===== config.mk =====
export PLATFORM = sky130hd
export DESIGN_NAME = sysctl_regblk
export DESIGN_NICKNAME = d
export VERILOG_FILES = /design/src/rtl/sysctl_pkg.sv /design/src/rtl/sysctl_rst_sync.sv /design/src/rtl/sysctl_decode.sv /design/src/rtl/sysctl_ctrl_regs.sv /design/src/rtl/sysctl_rdmux.sv /design/src/rtl/sysctl_regblk.sv
export SDC_FILE = /design/constraint.sdc
export NUM_CORES = 1
export LEC_CHECK = 0
export BUFFER_PORTS_ARGS = -buffer_cell sky130_fd_sc_hd__buf_2
export CAP_MARGIN = 10
export CELL_PAD_IN_SITES_DETAIL_PLACEMENT = 1
export CELL_PAD_IN_SITES_GLOBAL_PLACEMENT = 2
export CORE_UTILIZATION = 29
export CTS_BUF_LIST = sky130_fd_sc_hd__clkbuf_16
export CTS_CLUSTER_DIAMETER = 30
export DETAILED_ROUTE_END_ITERATION = 7
export PLACE_DENSITY = 0.86
export SETUP_SLACK_MARGIN = 0.02
export SYNTH_ARGS = -nofsm -noshare
export SYNTH_HDL_FRONTEND = slang
export SYNTH_SLANG_ARGS = --single-unit

===== constraint.sdc =====
create_clock -name clk -period 0.88 [get_ports clk]
set_input_delay 0.044 -clock clk [delete_from_list [all_inputs] [get_ports clk]]
set_output_delay 0.044 -clock clk [all_outputs]
set_load 0.02 [all_outputs]

===== src/rtl/sysctl_pkg.sv =====
package sysctl_pkg;

  localparam int unsigned ADDR_W = 16;
  localparam int unsigned DATA_W = 8;
  localparam int unsigned CACHE_W = 4;

  // Port addresses: behaviour depends on them, so they are fixed here.
  localparam logic [ADDR_W-1:0] PA_MODE    = 16'h0092;
  localparam logic [ADDR_W-1:0] PA_CPUCFG  = 16'h0800;
  localparam logic [ADDR_W-1:0] PA_FEAT    = 16'h0802;
  localparam logic [ADDR_W-1:0] PA_STAT    = 16'h0803;
  localparam logic [ADDR_W-1:0] PA_LAMP    = 16'h0808;
  localparam logic [ADDR_W-1:0] PA_EQUIP   = 16'h080C;
  localparam logic [ADDR_W-1:0] PA_LOCK1   = 16'h0810;
  localparam logic [ADDR_W-1:0] PA_LOCK2   = 16'h0812;
  localparam logic [ADDR_W-1:0] PA_KEYLOCK = 16'h0818;
  localparam logic [ADDR_W-1:0] PA_CACHE   = 16'h081C;
  localparam logic [ADDR_W-1:0] PA_L2STAT  = 16'h0823;
  localparam logic [ADDR_W-1:0] PA_MAPTYPE = 16'h0850;

  // Fixed identity bytes
  localparam logic [DATA_W-1:0] ID_CPUCFG  = 8'hEF;
  localparam logic [DATA_W-1:0] ID_FEAT    = 8'hAD;
  localparam logic [DATA_W-1:0] ID_STAT    = 8'hE0;
  localparam logic [DATA_W-1:0] ID_EQUIP   = 8'h3C;
  localparam logic [DATA_W-1:0] ID_EXTFEAT = 8'h39;
  localparam logic [DATA_W-1:0] ID_KEYLOCK = 8'h00;
  localparam logic [DATA_W-1:0] ID_L2STAT  = 8'h03;
  localparam logic [DATA_W-1:0] RD_DEFAULT = 8'hFF;

  // One bit per decoded port; at most one is set.
  typedef struct packed {
    logic mode;
    logic cpucfg;
    logic feat;
    logic stat;
    logic lamp;
    logic equip;
    logic lock1;
    logic lock2;
    logic keylock;
    logic cache;
    logic l2stat;
    logic maptype;
  } port_sel_t;

  // Live control state
  typedef struct packed {
    logic               rst_req;
    logic               le;
    logic               lamp;
    logic [CACHE_W-1:0] cache;
    logic               contig;
  } ctl_state_t;

endpackage


===== src/rtl/sysctl_rst_sync.sv =====
module sysctl_rst_sync #(
  parameter int unsigned STAGES = 2
) (
  input  logic clk,
  input  logic rst_n,
  output logic rst_n_sync
);

  logic [STAGES-1:0] sync_q;

  always_ff @(posedge clk or negedge rst_n) begin
    if (!rst_n) begin
      sync_q <= '0;
    end else begin
      sync_q <= {sync_q[STAGES-2:0], 1'b1};
    end
  end

  assign rst_n_sync = sync_q[STAGES-1];

endmodule


===== src/rtl/sysctl_decode.sv =====
module sysctl_decode
  import sysctl_pkg::*;
(
  input  logic [ADDR_W-1:0] addr,
  output port_sel_t         sel
);

  always_comb begin
    sel         = '0;
    sel.mode    = (addr == PA_MODE);
    sel.cpucfg  = (addr == PA_CPUCFG);
    sel.feat    = (addr == PA_FEAT);
    sel.stat    = (addr == PA_STAT);
    sel.lamp    = (addr == PA_LAMP);
    sel.equip   = (addr == PA_EQUIP);
    sel.lock1   = (addr == PA_LOCK1);
    sel.lock2   = (addr == PA_LOCK2);
    sel.keylock = (addr == PA_KEYLOCK);
    sel.cache   = (addr == PA_CACHE);
    sel.l2stat  = (addr == PA_L2STAT);
    sel.maptype = (addr == PA_MAPTYPE);
  end

endmodule


===== src/rtl/sysctl_ctrl_regs.sv =====
module sysctl_ctrl_regs
  import sysctl_pkg::*;
(
  input  logic              clk,
  input  logic              rst_n,
  input  logic              wr_en,
  input  port_sel_t         sel,
  input  logic [DATA_W-1:0] wdata,
  output ctl_state_t        state,
  output logic              lock1_pls,
  output logic              lock2_pls
);

  ctl_state_t state_q, state_d;
  logic       mode_en, lamp_en, cache_en, map_en;
  logic       lock1_q, lock1_d, lock2_q, lock2_d;

  // Clock enables, one per register
  assign mode_en  = wr_en & sel.mode;
  assign lamp_en  = wr_en & sel.lamp;
  assign cache_en = wr_en & sel.cache;
  assign map_en   = wr_en & sel.maptype;

  // Next state
  always_comb begin
    state_d         = state_q;
    state_d.rst_req = wdata[0];
    state_d.le      = wdata[1];
    state_d.lamp    = wdata[0];
    state_d.cache   = wdata[CACHE_W-1:0];
    state_d.contig  = wdata[0];
    lock1_d         = wr_en & sel.lock1;
    lock2_d         = wr_en & sel.lock2;
  end

  // Registers
  always_ff @(posedge clk or negedge rst_n) begin
    if (!rst_n) begin
      state_q <= '0;
      lock1_q <= 1'b0;
      lock2_q <= 1'b0;
    end else begin
      if (mode_en) begin
        state_q.rst_req <= state_d.rst_req;
        state_q.le      <= state_d.le;
      end
      if (lamp_en) begin
        state_q.lamp <= state_d.lamp;
      end
      if (cache_en) begin
        state_q.cache <= state_d.cache;
      end
      if (map_en) begin
        state_q.contig <= state_d.contig;
      end
      lock1_q <= lock1_d;
      lock2_q <= lock2_d;
    end
  end

  assign state     = state_q;
  assign lock1_pls = lock1_q;
  assign lock2_pls = lock2_q;

  AST_ENDIAN_LOAD: assert property (@(posedge clk) disable iff (!rst_n)
    (wr_en && sel.mode) |=> (state_q.le == $past(wdata[1]) && state_q.rst_req == $past(wdata[0])));
  AST_LAMP_HOLD: assert property (@(posedge clk) disable iff (!rst_n)
    !(wr_en && sel.lamp) |=> $stable(state_q.lamp));
  AST_LOCK_EXCL: assert property (@(posedge clk) disable iff (!rst_n)
    !(lock1_q && lock2_q));
  AST_LOCK1_CAUSE: assert property (@(posedge clk) disable iff (!rst_n)
    $rose(lock1_q) |-> $past(wr_en));
  AST_CACHE_HOLD: assert property (@(posedge clk) disable iff (!rst_n)
    !(wr_en && sel.cache) |=> $stable(state_q.cache));
  AST_MAP_HOLD: assert property (@(posedge clk) disable iff (!rst_n)
    !(wr_en && sel.maptype) |=> $stable(state_q.contig));

endmodule


===== src/rtl/sysctl_rdmux.sv =====
module sysctl_rdmux
  import sysctl_pkg::*;
(
  input  logic              clk,
  input  logic              rst_n,
  input  logic              rd_en,
  input  port_sel_t         sel,
  input  ctl_state_t        state,
  output logic [DATA_W-1:0] rdata
);

  logic [DATA_W-1:0] rdata_q, rdata_d;

  // Next read value; the lock ports are write-only except 0x810,
  // which reads as the extended feature byte.
  always_comb begin
    rdata_d = RD_DEFAULT;
    unique case (1'b1)
      sel.mode:    rdata_d = {{(DATA_W-2){1'b0}}, state.le, 1'b0};
      sel.cpucfg:  rdata_d = ID_CPUCFG;
      sel.feat:    rdata_d = ID_FEAT;
      sel.stat:    rdata_d = ID_STAT;
      sel.equip:   rdata_d = ID_EQUIP;
      sel.lock1:   rdata_d = ID_EXTFEAT;
      sel.keylock: rdata_d = ID_KEYLOCK;
      sel.cache:   rdata_d = {{(DATA_W-CACHE_W){1'b0}}, state.cache};
      sel.l2stat:  rdata_d = ID_L2STAT;
      sel.maptype: rdata_d = {{(DATA_W-1){1'b0}}, state.contig};
      default:     rdata_d = RD_DEFAULT;
    endcase
  end

  always_ff @(posedge clk or negedge rst_n) begin
    if (!rst_n) begin
      rdata_q <= '0;
    end else if (rd_en) begin
      rdata_q <= rdata_d;
    end
  end

  assign rdata = rdata_q;

  AST_RDATA_HOLD: assert property (@(posedge clk) disable iff (!rst_n)
    !rd_en |=> $stable(rdata_q));
  AST_UNDEC_READ: assert property (@(posedge clk) disable iff (!rst_n)
    (rd_en && sel == '0) |=> rdata_q == RD_DEFAULT);
  AST_MODE_READ: assert property (@(posedge clk) disable iff (!rst_n)
    (rd_en && sel.mode) |=> rdata_q == {6'b0, $past(state.le), 1'b0});

endmodule


===== src/rtl/sysctl_regblk.sv =====
module sysctl_regblk
  import sysctl_pkg::*;
(
  input  logic               clk,
  input  logic               rst_n,
  input  logic [ADDR_W-1:0]  io_addr,
  input  logic               io_wr,
  input  logic               io_rd,
  input  logic [DATA_W-1:0]  io_wdata,
  output logic [DATA_W-1:0]  io_rdata,
  output logic               reset_req,
  output logic               le_mode,
  output logic               lamp_on,
  output logic [CACHE_W-1:0] cache_ctl,
  output logic               io_map_contig,
  output logic               nv_lock1_pls,
  output logic               nv_lock2_pls
);

  logic       rst_n_int;
  port_sel_t  sel;
  ctl_state_t state;

  sysctl_rst_sync #(.STAGES(2)) u_rst (
    .clk        (clk),
    .rst_n      (rst_n),
    .rst_n_sync (rst_n_int)
  );

  sysctl_decode u_dec (
    .addr (io_addr),
    .sel  (sel)
  );

  sysctl_ctrl_regs u_ctl (
    .clk       (clk),
    .rst_n     (rst_n_int),
    .wr_en     (io_wr),
    .sel       (sel),
    .wdata     (io_wdata),
    .state     (state),
    .lock1_pls (nv_lock1_pls),
    .lock2_pls (nv_lock2_pls)
  );

  sysctl_rdmux u_rd (
    .clk   (clk),
    .rst_n (rst_n_int),
    .rd_en (io_rd),
    .sel   (sel),
    .state (state),
    .rdata (io_rdata)
  );

  assign reset_req     = state.rst_req;
  assign le_mode       = state.le;
  assign lamp_on       = state.lamp;
  assign cache_ctl     = state.cache;
  assign io_map_contig = state.contig;

  AST_ID_WRITE_IGNORED: assert property (@(posedge clk) disable iff (!rst_n_int)
    (io_wr && (io_addr == PA_CPUCFG || io_addr == PA_FEAT || io_addr == PA_STAT))
    |=> ($stable(reset_req) && $stable(le_mode) && $stable(lamp_on)
         && $stable(cache_ctl) && $stable(io_map_contig)));
  AST_CACHE_READ: assert property (@(posedge clk) disable iff (!rst_n_int)
    (io_rd && io_addr == PA_CACHE) |=> io_rdata == {4'b0, $past(cache_ctl)});

endmodule


Yosys cells after proc, flatten, opt, wreduce, memory -nomap -nowiden. Index checks and enable logic that the tools add are counted.

Bits in registers: 20. Input port bits: 28. Output and inout bits: 18. Logic and storage cells: 28.

Eq/ne operators: 12. Mux-type cells: 1. Bitwise gates (word level): 6.

Operators with widths (number): $eq A16 B12 Y1 const B (11); $pmux W8 S10 (1); $eq A16 B8 Y1 const B (1); $and A1 B1 Y1 (6).

Logic depth before layout (Yosys ltp).
Depth in word-level cells: 2. Depth in mapped cells: 6.

Cells and area by module. From an unflattened synthesis, not the netlist that was laid out.

Cells, all modules: 100. Area, all modules: 1078.5 um2.

By module, submodules not included: sysctl_rdmux (times used 1, cells an instance 40, area each 426.7 um2); sysctl_ctrl_regs (times used 1, cells an instance 24, area each 372.9 um2); sysctl_decode (times used 1, cells an instance 33, area each 225.2 um2); sysctl_rst_sync (times used 1, cells an instance 3, area each 53.8 um2).

Worst setup path after synthesis. No wires, ideal clock.

Path type: in2reg. Start: input io_addr[7]. End: register u_rd.rdata_q[0], in the netlist u_rd.rdata[0]. Setup time: 0.141 ns. Arrival time: 1.263 ns. Data required time: 0.739 ns. Slack: -0.524 ns. Stages: 6. Path through: buf_2 nor4b_4 a32oi_1 a311oi_2 a311o_4 a31oi_1.

Word-level cells in the longest chain between the ends: 2. Elaborated cells on any way between the ends: 11. Classes of those cells: 10 x eq/ne; 1 x mux.

RTL lines: start, declared (RTL line sysctl_regblk.sv:6) `input logic [ADDR_W-1:0] io_addr,`; $eq A16 B12 Y1, or another cell as far along (RTL line sysctl_decode.sv:21) `sel.maptype = (addr == PA_MAPTYPE);`; $pmux W8 S10 (*) (RTL line sysctl_rdmux.sv:18) `unique case (1'b1)`; end signal, assigned (RTL line sysctl_rdmux.sv:37) `rdata_q <= rdata_d;`; end, declared (RTL line sysctl_rdmux.sv:12) `logic [DATA_W-1:0] rdata_q, rdata_d;`.

Mark *: on every way between the ends. The rest lies on a longest branch, timed or not. A chain may end at the register's enable or synchronous reset.

Worst setup path after layout.
Start: input io_addr[7]. End: register u_rd.rdata_q[1], in the netlist u_rd.rdata[1].

The elaborated chain is that of the path after synthesis.

==> key figures <==
Detailed routing
  – Starting DRT DRC Count: 24
  – Drt total wl: around 4.5 mm
  – Vias post-DR: between 1000 and 1500
  – Vias per cell: 5.24
  – TritonRoute pass-1 iters: 4
  – DRC: 0
  – DR WL/cell: 18.4 microns
  – Routed Antenna Nets: 0

Floorplan
  – Total die area: 4170 sq um
  – Site row count: 22
  – Area of the core: between 3000 and 4000 sq um
  – Die W: ~65 microns
  – Starting Density: a little under a third
  – Number of I/O pins: 46
  – Chip height: 64.6 microns

Yosys
  – Synthesized net count: about 140
  – Top cell type's share of synthesized area: between 40% and 50%
  – Sequential share of the synthesized area: ~44%
  – Ranking of synthesized cells by area: dfrtp_1 44%, nor2_1 6.0%, mux2_2 6.0%, a31oi_1 4.4%, nand3_1 3.5%
  – Synthesized area per cell: 9.87 sq um
  – Post-synth ARST share: 100%
  – Post-synth EDFFs: 0
  – Synth Register Bits: 20
  – Unique masters post-synth: 35
  – Post-Synthesis Cells: about 120
  – Post-synth top flop: dfrtp_1
  – Post-Syn Area: approximately 1100 sq um
  – Commonest cells post-synth: 20 x dfrtp_1, 18 x nor2_1, 10 x nand2_1
  – Synth Warn #: 0
  – Most numerous cell in the Yosys netlist: dfrtp_1
  – Biggest area consumer among synthesized cells: dfrtp_1

Power and ir drop
  – Power Dens Cells: ~1000 nW/um^2
  – Worst VDD drop: a little under 900 uV
  – Leakage: between 0.0008 and 0.0009 uW
  – Total power: 2200 uW

Global route
  – Initial antenna violation count: 0
  – Vias in the first global route: about 1400
  – Grt total ovfl: 0
  – Total global-route track usage: a little over a fifth
  – Largest net degree at the start of global routing: 19
  – Wire length of the first global-routing pass: 6.72 mm

Finish
  – Layout cell share with drive strength beyond 1: between 60% and 70%
  – Area of the multi-input gates: ~770 sq um
  – Register area: roughly 500 sq um
  – Nets@finish: roughly 230
  – # diodes: 0
  – Area Overhead vs Synth: 85.2%
  – Fill count: 410

Critical path
  – CP arrival: about 1.3 ns
  – Max Fanout on Critical Path: 7
  – Crit path kind: in -> reg
  – Worst-path cell chain: buf_6, nor4b_4, buf_4, a32oi_1, a311oi_2, a311o_4, a31oi_1
  – CP startpoint kind: input pin
  – Worst EP required: between 0.9 and 1 ns
  – Critical Path Max Stage Delay: around 0.32 ns
  – CP Capture Type: register
  – Master of the slowest instance on the critical path: nor4b_4

STA
  – Fin crit share: 139%
  – RSZ-0062 raised after global routing: yes
  – Final setup fails: 21
  – Clk_skew: ~0.0039 ns
  – Hold Vio Cnt, Final: 0
  – Min Clock Period, post-route: 1.22 ns
  – Min setup slack post-route: -0.343 ns
  – Worst hold slack: 0.0342 ns
  – Final Max Tran Viols: 0
  – Maximum clock frequency: 818 MHz

Clock network
  – Sink Count: 20
  – CTS tree: yes
  – CTS clk-pin slew, worst paths: around 0.050 ns
  – H-tree level count: 1
  – Largest buffer count on any clock path: 2
  – Clk_lat worst skew: between 0.2 and 0.3 ns
  – CTS Buf Count: 3
  – Root Buffer: clkbuf_16

Status
  – Failing checks: setup timing
  – Outcome: finished, violations left

Run
  – Max-Cap Viols: 0

Hold path
  – Hold Crit Class: in -> reg

Placement
  – GP Congestion: around 0.87
  – Hpwl dp: roughly 2.9 mm
  – Number of port buffers: just over 40
-- final cells by class --
class / instances / share of cell area [%]
Clock inverter: 1 / 0.179
Timing Repair Buffer: 84 / 32.8
Tap cell: 48 / 2.86
Clock buffer: 3 / 3.57
Multi-Input combinational cell: 89 / 36.7
Sequential cell: 20 / 23.9
-- what timing repair did --
item / CTS / global route
setup endpoints to repair: 23 / 23
resized for setup: 52 / 24
hold buffers: 1 / 0
setup buffers: 5 / 5
hold endpoints to repair: 2 / 0
pin swaps: 12 / 14
-- sequential cells by signal, indices dropped and copies added (netlist names) --
name	flops
u_ctl.lock1_pls	1
u_ctl.lock2_pls	1
u_ctl.state	8
u_rd.rdata	8
u_rst.sync_q	2
-- cells by family (layout without fill, tap and decap cells) --
group	after synthesis	in the layout	synth area share (%)
AO/OA/AOI/OAI	23	23	15.3
multiplexers	8	8	7.94
flip-flops	20	20	44.1
other	1	1	0.330
AND/OR/NAND/NOR	57	57	28.8
buffers and inverters	6	88	3.53
-- worst max-delay path, delay by kind of cell --
kind	cells	cell delay, ns
AND/OR/NAND/NOR	1	0.32
buffers and inverters	2	0.27
AO/OA/AOI/OAI	4	0.69
-- metal layers --
metal | global-route usage [%] | vias up | share of wire (%)
li1 | - | 592 | -
met1 | 23.2 | 624 | 38
met2 | 40.3 | 52 | 52
met3 | 4.23 | 16 | 5.6
met4 | 6.39 | 0 | 4.6
met5 | 0 | - | 0
-- stage by stage --
step	area, sq um	utilization (%)	cells	TNS (ns)	worst slack [ns]
2_1_floorplan	1180	-	115	-6.20	-0.438
3_3_place_gp	1660	44.5	231	-9.38	-0.630
3_5_place_dp	1660	44.5	231	-10.52	-0.677
4_1_cts	1980	53.3	241	-4.31	-0.325
5_1_grt	2100	56.6	245	-6.48	-0.416
6_report	2100	56.6	245	-5.23	-0.343
-- worst paths after layout --
check | from | slack (ns) | cells after the start | endpoint
worst max register to register | u_ctl.state[0] | -0.31 | 4 | u_rd.rdata[0]
min in group asynchronous | rst_n | 0.10 | 2 | u_rst.sync_q[1]
worst min-delay path | io_wdata[2] | 0.03 | 2 | u_ctl.state[3]
worst max-delay path | io_addr[7] | -0.34 | 7 | u_rd.rdata[1]
worst min register to register | u_rst.sync_q[1] | 0.21 | 1 | u_ctl.state[3]
max in group asynchronous | u_rst.sync_q[1] | 0.46 | 1 | u_ctl.state[6]
-- power by group --
| group | total [uW] | leakage (uW) | switching, uW | internal (uW) |
|---|---|---|---|---|
| Clock | 918 | 0.0000385 | 314 | 604 |
| Sequential | 927 | 0.000231 | 1.74 | 925 |
| Combinational | 359 | 0.000626 | 177 | 182 |
-- cells in the final DEF, fill, tap and decap left out, drive strengths merged --
| master | synthesis | final |
|---|---|---|
| o21a | 1 | 1 |
| a311oi | 1 | 1 |
| a31oi | 8 | 8 |
| dfrtp | 20 | 20 |
| or2 | 1 | 1 |
| nor2 | 18 | 18 |
| nor3b | 2 | 2 |
| a311o | 1 | 1 |
| nand3 | 8 | 8 |
| conb | 1 | 1 |
| clkinv | 0 | 1 |
| mux2 | 8 | 8 |
| nand4 | 1 | 1 |
| nand2b | 4 | 4 |
| a32oi | 2 | 2 |
| a211o | 1 | 1 |
| o31ai | 1 | 1 |
| nor4 | 4 | 4 |
| o21ai | 1 | 1 |
| a21o | 1 | 1 |
| clkbuf | 1 | 3 |
| or3 | 1 | 1 |
| nor3 | 3 | 3 |
| buf | 5 | 83 |
| dlygate4sd3 | 0 | 1 |
| and4b | 1 | 1 |
| a41o | 1 | 1 |
| a21oi | 5 | 5 |
| and4bb | 1 | 1 |
| nand2 | 10 | 10 |
| nor4b | 3 | 3 |
Note: power is estimated with default switching activity, not from simulation.
